## src/rtl/pfdp_pkg.sv

```systemverilog
package pfdp_pkg;
  typedef enum logic [1:0] {
    DEG_NONE  = 2'd0,
    DEG_ONE   = 2'd1,
    DEG_THREE = 2'd2,
    DEG_SEVEN = 2'd3
  } deg_e;

  // number of lines in a burst for a given strength: 2^deg - 1
  function automatic logic [2:0] burst_len(input deg_e d);
    case (d)
      DEG_ONE:   burst_len = 3'd1;
      DEG_THREE: burst_len = 3'd3;
      DEG_SEVEN: burst_len = 3'd7;
      default:   burst_len = 3'd0;
    endcase
  endfunction
endpackage

```

## src/rtl/pfdp_table.sv

```systemverilog
module pfdp_table #(
  parameter int IDX_W = 8
) (
  input  logic             clk,
  input  logic             rst_n,
  input  logic [IDX_W-1:0] rd_idx,
  output logic [1:0]       rd_deg,
  input  logic             inc_en,
  input  logic [IDX_W-1:0] inc_idx,
  input  logic             dec_en,
  input  logic [IDX_W-1:0] dec_idx
);
  localparam int ENTRIES = 1 << IDX_W;

  logic [2*ENTRIES-1:0] flat;

  for (genvar i = 0; i < ENTRIES; i++) begin : g_ent
    logic [1:0] q, d;
    logic       up, dn, en;

    always_comb begin
      up = inc_en && (inc_idx == IDX_W'(i));
      dn = dec_en && (dec_idx == IDX_W'(i));
      en = up ^ dn;
      d  = q;
      if (up && (q != 2'd3)) d = q + 2'd1;
      if (dn && (q != 2'd0)) d = q - 2'd1;
    end

    always_ff @(posedge clk or negedge rst_n) begin
      if (!rst_n)  q <= 2'd0;
      else if (en) q <= d;
    end

    assign flat[2*i +: 2] = q;
  end

  assign rd_deg = flat[2*rd_idx +: 2];
endmodule

```

## src/rtl/pfdp_decay.sv

```systemverilog
module pfdp_decay #(
  parameter int          LFSR_W   = 5,
  parameter logic [4:0]  TAPS     = 5'b10100,
  parameter int          THR_BASE = 16
) (
  input  logic clk,
  input  logic rst_n,
  input  logic ev,
  output logic fire
);
  localparam int CNT_W = $clog2(THR_BASE + (1 << LFSR_W));

  logic [CNT_W-1:0]  cnt_q, cnt_d, cnt_inc, thr;
  logic [LFSR_W-1:0] lfsr_q, lfsr_d;
  logic              fb;

  always_comb begin
    cnt_inc = cnt_q + CNT_W'(1);
    thr     = CNT_W'(THR_BASE) + CNT_W'(lfsr_q);
    fire    = ev && (cnt_inc == thr);
    fb      = ^(lfsr_q & TAPS[LFSR_W-1:0]);
    lfsr_d  = fire ? {lfsr_q[LFSR_W-2:0], fb} : lfsr_q;
    cnt_d   = fire ? '0 : cnt_inc;
  end

  always_ff @(posedge clk or negedge rst_n) begin
    if (!rst_n) begin
      cnt_q  <= '0;
      lfsr_q <= LFSR_W'(1);
    end else if (ev) begin
      cnt_q  <= cnt_d;
      lfsr_q <= lfsr_d;
    end
  end
endmodule

```

## src/rtl/pfdp_issue.sv

```systemverilog
module pfdp_issue #(
  parameter int LINE_W = 30
) (
  input  logic              clk,
  input  logic              rst_n,
  input  logic              start,
  input  logic [LINE_W-1:0] base_line,
  input  logic [2:0]        nlines,
  output logic              busy,
  output logic              pf_valid,
  input  logic              pf_ready,
  output logic [LINE_W-1:0] pf_line
);
  logic              busy_q, busy_d;
  logic [LINE_W-1:0] cur_q, cur_d;
  logic [2:0]        rem_q, rem_d;
  logic              load, step;

  always_comb begin
    load   = start && !busy_q && (nlines != 3'd0);
    step   = busy_q && pf_ready;
    busy_d = busy_q;
    cur_d  = cur_q;
    rem_d  = rem_q;
    if (load) begin
      busy_d = 1'b1;
      cur_d  = base_line + LINE_W'(1);
      rem_d  = nlines;
    end else if (step) begin
      cur_d  = cur_q + LINE_W'(1);
      rem_d  = rem_q - 3'd1;
      busy_d = (rem_q != 3'd1);
    end
  end

  always_ff @(posedge clk or negedge rst_n) begin
    if (!rst_n) begin
      busy_q <= 1'b0;
      cur_q  <= '0;
      rem_q  <= '0;
    end else if (load || step) begin
      busy_q <= busy_d;
      cur_q  <= cur_d;
      rem_q  <= rem_d;
    end
  end

  assign busy     = busy_q;
  assign pf_valid = busy_q;
  assign pf_line  = cur_q;
endmodule

```

## src/rtl/pf_degree_predictor.sv

```systemverilog
module pf_degree_predictor #(
  parameter int PC_W     = 32,
  parameter int ALIGN_W  = 2,
  parameter int IDX_W    = 8,
  parameter int LINE_W   = 30,
  parameter int LFSR_W   = 5,
  parameter int THR_BASE = 16
) (
  input  logic              clk,
  input  logic              rst_n,
  input  logic              miss_valid,
  output logic              miss_ready,
  input  logic [PC_W-1:0]   miss_pc,
  input  logic [LINE_W-1:0] miss_line,
  input  logic              inc_valid,
  input  logic [IDX_W-1:0]  inc_idx,
  output logic              pf_valid,
  input  logic              pf_ready,
  output logic [LINE_W-1:0] pf_line
);
  import pfdp_pkg::*;

  localparam int IDX_LO = ALIGN_W;
  localparam int IDX_HI = ALIGN_W + IDX_W - 1;

  logic [IDX_W-1:0] idx;
  logic [1:0]       deg;
  logic             accept, busy, fire, pf_miss;
  logic             pc_unused;

  assign idx       = miss_pc[IDX_HI:IDX_LO];
  assign pc_unused = ^{miss_pc[PC_W-1:IDX_HI+1], miss_pc[IDX_LO-1:0]};
  assign miss_ready = !busy;
  assign accept    = miss_valid && miss_ready;
  assign pf_miss   = accept && (deg != 2'd0);

  pfdp_table #(.IDX_W(IDX_W)) u_tbl (
    .clk     (clk),
    .rst_n   (rst_n),
    .rd_idx  (idx),
    .rd_deg  (deg),
    .inc_en  (inc_valid),
    .inc_idx (inc_idx),
    .dec_en  (fire),
    .dec_idx (idx)
  );

  pfdp_decay #(.LFSR_W(LFSR_W), .THR_BASE(THR_BASE)) u_decay (
    .clk   (clk),
    .rst_n (rst_n),
    .ev    (pf_miss),
    .fire  (fire)
  );

  pfdp_issue #(.LINE_W(LINE_W)) u_issue (
    .clk       (clk),
    .rst_n     (rst_n),
    .start     (accept),
    .base_line (miss_line),
    .nlines    (burst_len(deg_e'(deg))),
    .busy      (busy),
    .pf_valid  (pf_valid),
    .pf_ready  (pf_ready),
    .pf_line   (pf_line)
  );
endmodule

```

## config.mk

```make
export PLATFORM = sky130hd
export DESIGN_NAME = pf_degree_predictor
export DESIGN_NICKNAME = d
export VERILOG_FILES = /design/src/rtl/pfdp_pkg.sv /design/src/rtl/pfdp_table.sv /design/src/rtl/pfdp_decay.sv /design/src/rtl/pfdp_issue.sv /design/src/rtl/pf_degree_predictor.sv
export SDC_FILE = /design/constraint.sdc
export NUM_CORES = 2
export LEC_CHECK = 0
export BUFFER_PORTS_ARGS = -buffer_cell sky130_fd_sc_hd__buf_2
export CORE_ASPECT_RATIO = 1.2
export CORE_UTILIZATION = 50
export CTS_BUF_LIST = sky130_fd_sc_hd__clkbuf_8
export DETAILED_ROUTE_END_ITERATION = 12
export GPL_TIMING_DRIVEN = 0
export PLACE_DENSITY = 0.63
export SYNTH_ARGS = -nofsm -noshare
export SYNTH_HDL_FRONTEND = slang
export SYNTH_HIERARCHICAL = 1
export SYNTH_SLANG_ARGS = --single-unit
```

## constraint.sdc

```tcl
create_clock -name clk -period 16.1 [get_ports clk]
set_input_delay 0 -clock clk [delete_from_list [all_inputs] [get_ports clk]]
set_output_delay 0 -clock clk [all_outputs]
set_load 0.01 [all_outputs]
```

==> flow_summary.json <==
{
  "syn-num-nets": 4595,
  "die_w_microns": 251,
  "dpl_cell_area_sq_um": 39200,
  "synth_cell_types": 92,
  "finalSetupTns_ns": 0,
  "drv_slew": 127,
  "tightestPinTransition_ns": 1.68,
  "drive_gt1_share_pct": 9.90,
  "worstSetupStartpointType": "input port",
  "final_net_count": 4854,
  "finalPower_mw": 3.91,
  "clock_sinks": 557,
  "mappedNetlistArea_sq_um": 37300,
  "grt_max_degree": 120,
  "path_clk_slew_ns": 0.07,
  "via_count": 40000,
  "dp_hpwl_mm": 121,
  "place_congestion": 1.09,
  "grt_pass1_vias": 36400,
  "leakagePower_nw": 16.6,
  "antenna_found_initial": 14,
  "hold_viol": 0,
  "synth.ff_latch_count": 557,
  "synth_edf_count": 0,
  "io_buffer_count": 81,
  "cts_root_buf": "clkbuf_8",
  "firstDrtPassIters": 7,
  "min-delay-start": "inc_valid",
  "hold_class": "input port to flip-flop",
  "slew-limit-headroom_pct": -12.0,
  "grt_overflow": 0,
  "skew_ns": 0.0424,
  "rsz0062_at_grt": "false",
  "startpoint": "miss_pc[5]",
  "wirelength_mm": 173,
  "clk_path_buf_depth": 3,
  "final_cell_mix": "nor2_1 (596), dfrtp_1 (556), o21ai_0 (452), a211oi_1 (449), a21oi_1 (360)",
  "synth-main-ff-cell": "dfrtp_1",
  "final_common_cell": "nor2_1",
  "synth_area_leaders": "dfrtp_1 (37%), a211oi_1 (9.0%), o21ai_0 (6.1%), nor2_1 (6.0%), a21oi_1 (4.8%)",
  "cts.htree.levels": 3,
  "cp-end-kind": "flip-flop",
  "period_share_pct": 55.3,
  "routed_via_density": 6.84,
  "finalHoldWorstSlack_ns": 0.0406,
  "final_util_pct": 56.8,
  "drc_errors": 0,
  "post-route-cell-area_sq_um": 41900,
  "track_usage_pct": 45.2,
  "ys.warnings.count": 6,
  "routedWlPerCell_microns": 29.6,
  "post-cts-setup-buffers": 0,
  "synth_top_cell_by_area": "dfrtp_1",
  "ios": 107,
  "rows": 109,
  "vdd_drop_max_mv": 0.0648,
  "worstPathRequired_ns": 16.75,
  "critPathMaxFanout": 10,
  "async_flop_share_pct": 100,
  "cap_violations": 13,
  "ctsResizeCount": 0,
  "cts_tree": "yes",
  "die-area_sq_um": 75800,
  "min_period_ns": 8.90,
  "ant_nets": 0,
  "timing_worst_setup_path_type": "input port to flip-flop",
  "core_area_sq_um": 73800,
  "yosysSeqAreaShare_pct": 37.3,
  "area_growth_pct": 12.2,
  "drtIter0Drc": 6278,
  "cp_data_arrival_time_ns": 9.56,
  "cts_hold_buf": 64,
  "violations": "capacitance limit, slew limit",
  "finalSetupViolCount": 0,
  "syn_inst": 4516,
  "synth_top_area_share_pct": 37.3,
  "die_h_microns": 301,
  "grt_pass1_wl_mm": 247,
  "status": "finished with violations",
  "fmax_mhz": 112,
  "numCtsBuffers": 102,
  "regToRegStartpoint": "u_tbl/g_ent[138].q[1]$_DFFE_PN0P_",
  "n_fill_cell": 6823,
  "clock_latency_ns": 0.77,
  "syn_avg_cell_area_sq_um": 8.27,
  "power_density_nw_per_um2": 93.2,
  "start_util_pct": 50.6
}
==> registers in the layout, indices dropped and copies added, names as in the netlist <==
| signal | cells |
|---|---|
| u_decay/cnt_q | 6 |
| u_decay/lfsr_q | 5 |
| u_issue/busy | 1 |
| u_issue/pf_line | 30 |
| u_issue/rem_q | 3 |
| u_tbl/g_ent.q | 512 |
==> cell usage after synthesis, drive strengths merged, types with 6 or more instances <==
cell type    n
a211oi     449
nand4       26
nand2b      16
inv        268
o21a        11
a221o       33
a2111oi      7
xor2        23
nor2b       21
mux4        80
nor3       337
nor2       602
a22oi       23
a31oi       10
o221ai       8
nand3      175
nand2      276
nor3b       34
o41ai       21
o22ai       68
mux2        18
a21oi      360
dfrtp      556
clkbuf     184
or4         19
mux2i      137
o211ai      39
o21ai      456
and2        10
xnor2       36
nor4        48
buf         93
nand3b       6
and3         9
==> metal layers <==
layer | GRT usage (%) | share of wire (%)
met2 | 65.0 | 41
met4 | 37.7 | 9.8
met3 | 15.7 | 13
met5 | 0 | 0.098
met1 | 54.5 | 36
==> layout make-up <==
cell class | instances | area (sq um) | area share [%]
buffer | 277 | 1450 | 3.47
sequential | 557 | 13900 | 33.3
timing repair buffer | 155 | 1280 | 3.05
inverter | 268 | 1010 | 2.40
antenna | 5 | 12.5 | 0.0299
tap | 999 | 1250 | 2.98
multi-input combinational | 3414 | 21000 | 50.0
clock inverter | 48 | 213 | 0.508
clock buffer | 130 | 1790 | 4.27
==> path summary, 6_finish.rpt <==
path	slack [ns]	depth (start not counted)	end
worst max register to register	7.94	23	u_issue/pf_line[28]$_DFFE_PN0P_
worst max-delay path	7.20	28	u_issue/pf_line[28]$_DFFE_PN0P_
worst min register to register	0.49	1	u_tbl/g_ent[96].q[0]$_DFFE_PN0P_
worst min-delay path	0.04	7	u_tbl/g_ent[244].q[1]$_DFFE_PN0P_
min in group asynchronous	0.38	4	u_tbl/g_ent[189].q[0]$_DFFE_PN0P_
max in group asynchronous	14.60	5	u_tbl/g_ent[40].q[0]$_DFFE_PN0P_
==> cells by family (layout without fill, tap and decap cells) <==
logic type                 after synthesis  after routing  share of synthesized area (%)
buffers and inverters                  545            878                           6.56
AOI/OAI and AO/OA                     1516           1516                           25.5
DFF                                    557            557                           37.3
and+or+nand+nor                       1599           1599                           19.9
muxes                                  235            235                           9.12
adders and majority gates                4              4                          0.134
xor gates and xnor gates                60             60                           1.44
other                                    0              5                              0
==> report_power, final <==
part | internal (mW) | total, mW | switching (mW)
sequential | 1.53 | 1.71 | 0.177
clock | 0.717 | 1.38 | 0.666
combinational | 0.329 | 0.817 | 0.488
==> metrics by stage <==
step,std cells,worst slack (ns)
4_1_cts,5847,7.71
5_1_grt,5851,7.16
2_1_floorplan,4516,11.01
3_3_place_gp,5596,2.78
6_report,5853,7.20
3_5_place_dp,5605,8.15
==> critical path, cell delays in order <==
cell and delay [ns]:
dlygate4sd3_1 0.55, buf_2 0.20, buf_4 0.25, buf_4 0.35, buf_2 0.59, buf_2 0.64
mux2i_1 0.34, a22oi_1 0.25, a31oi_1 0.10, nor4_1 0.90, and2_2 0.32, nor3_2 0.10
nor2_4 0.22, clkbuf_1 0.50, clkbuf_1 0.52, clkbuf_1 0.53, nand2_1 0.13, nand2_1 0.08
ha_1 0.14, clkbuf_1 0.32, nand2_1 0.18, nor3_1 0.39, a32oi_2 0.31, a21oi_1 0.24
xnor2_1 0.14, dlygate4sd3_1 0.59, o21ai_1 0.06, dlygate4sd3_1 0.57
Power figures use the tool's default switching activity.
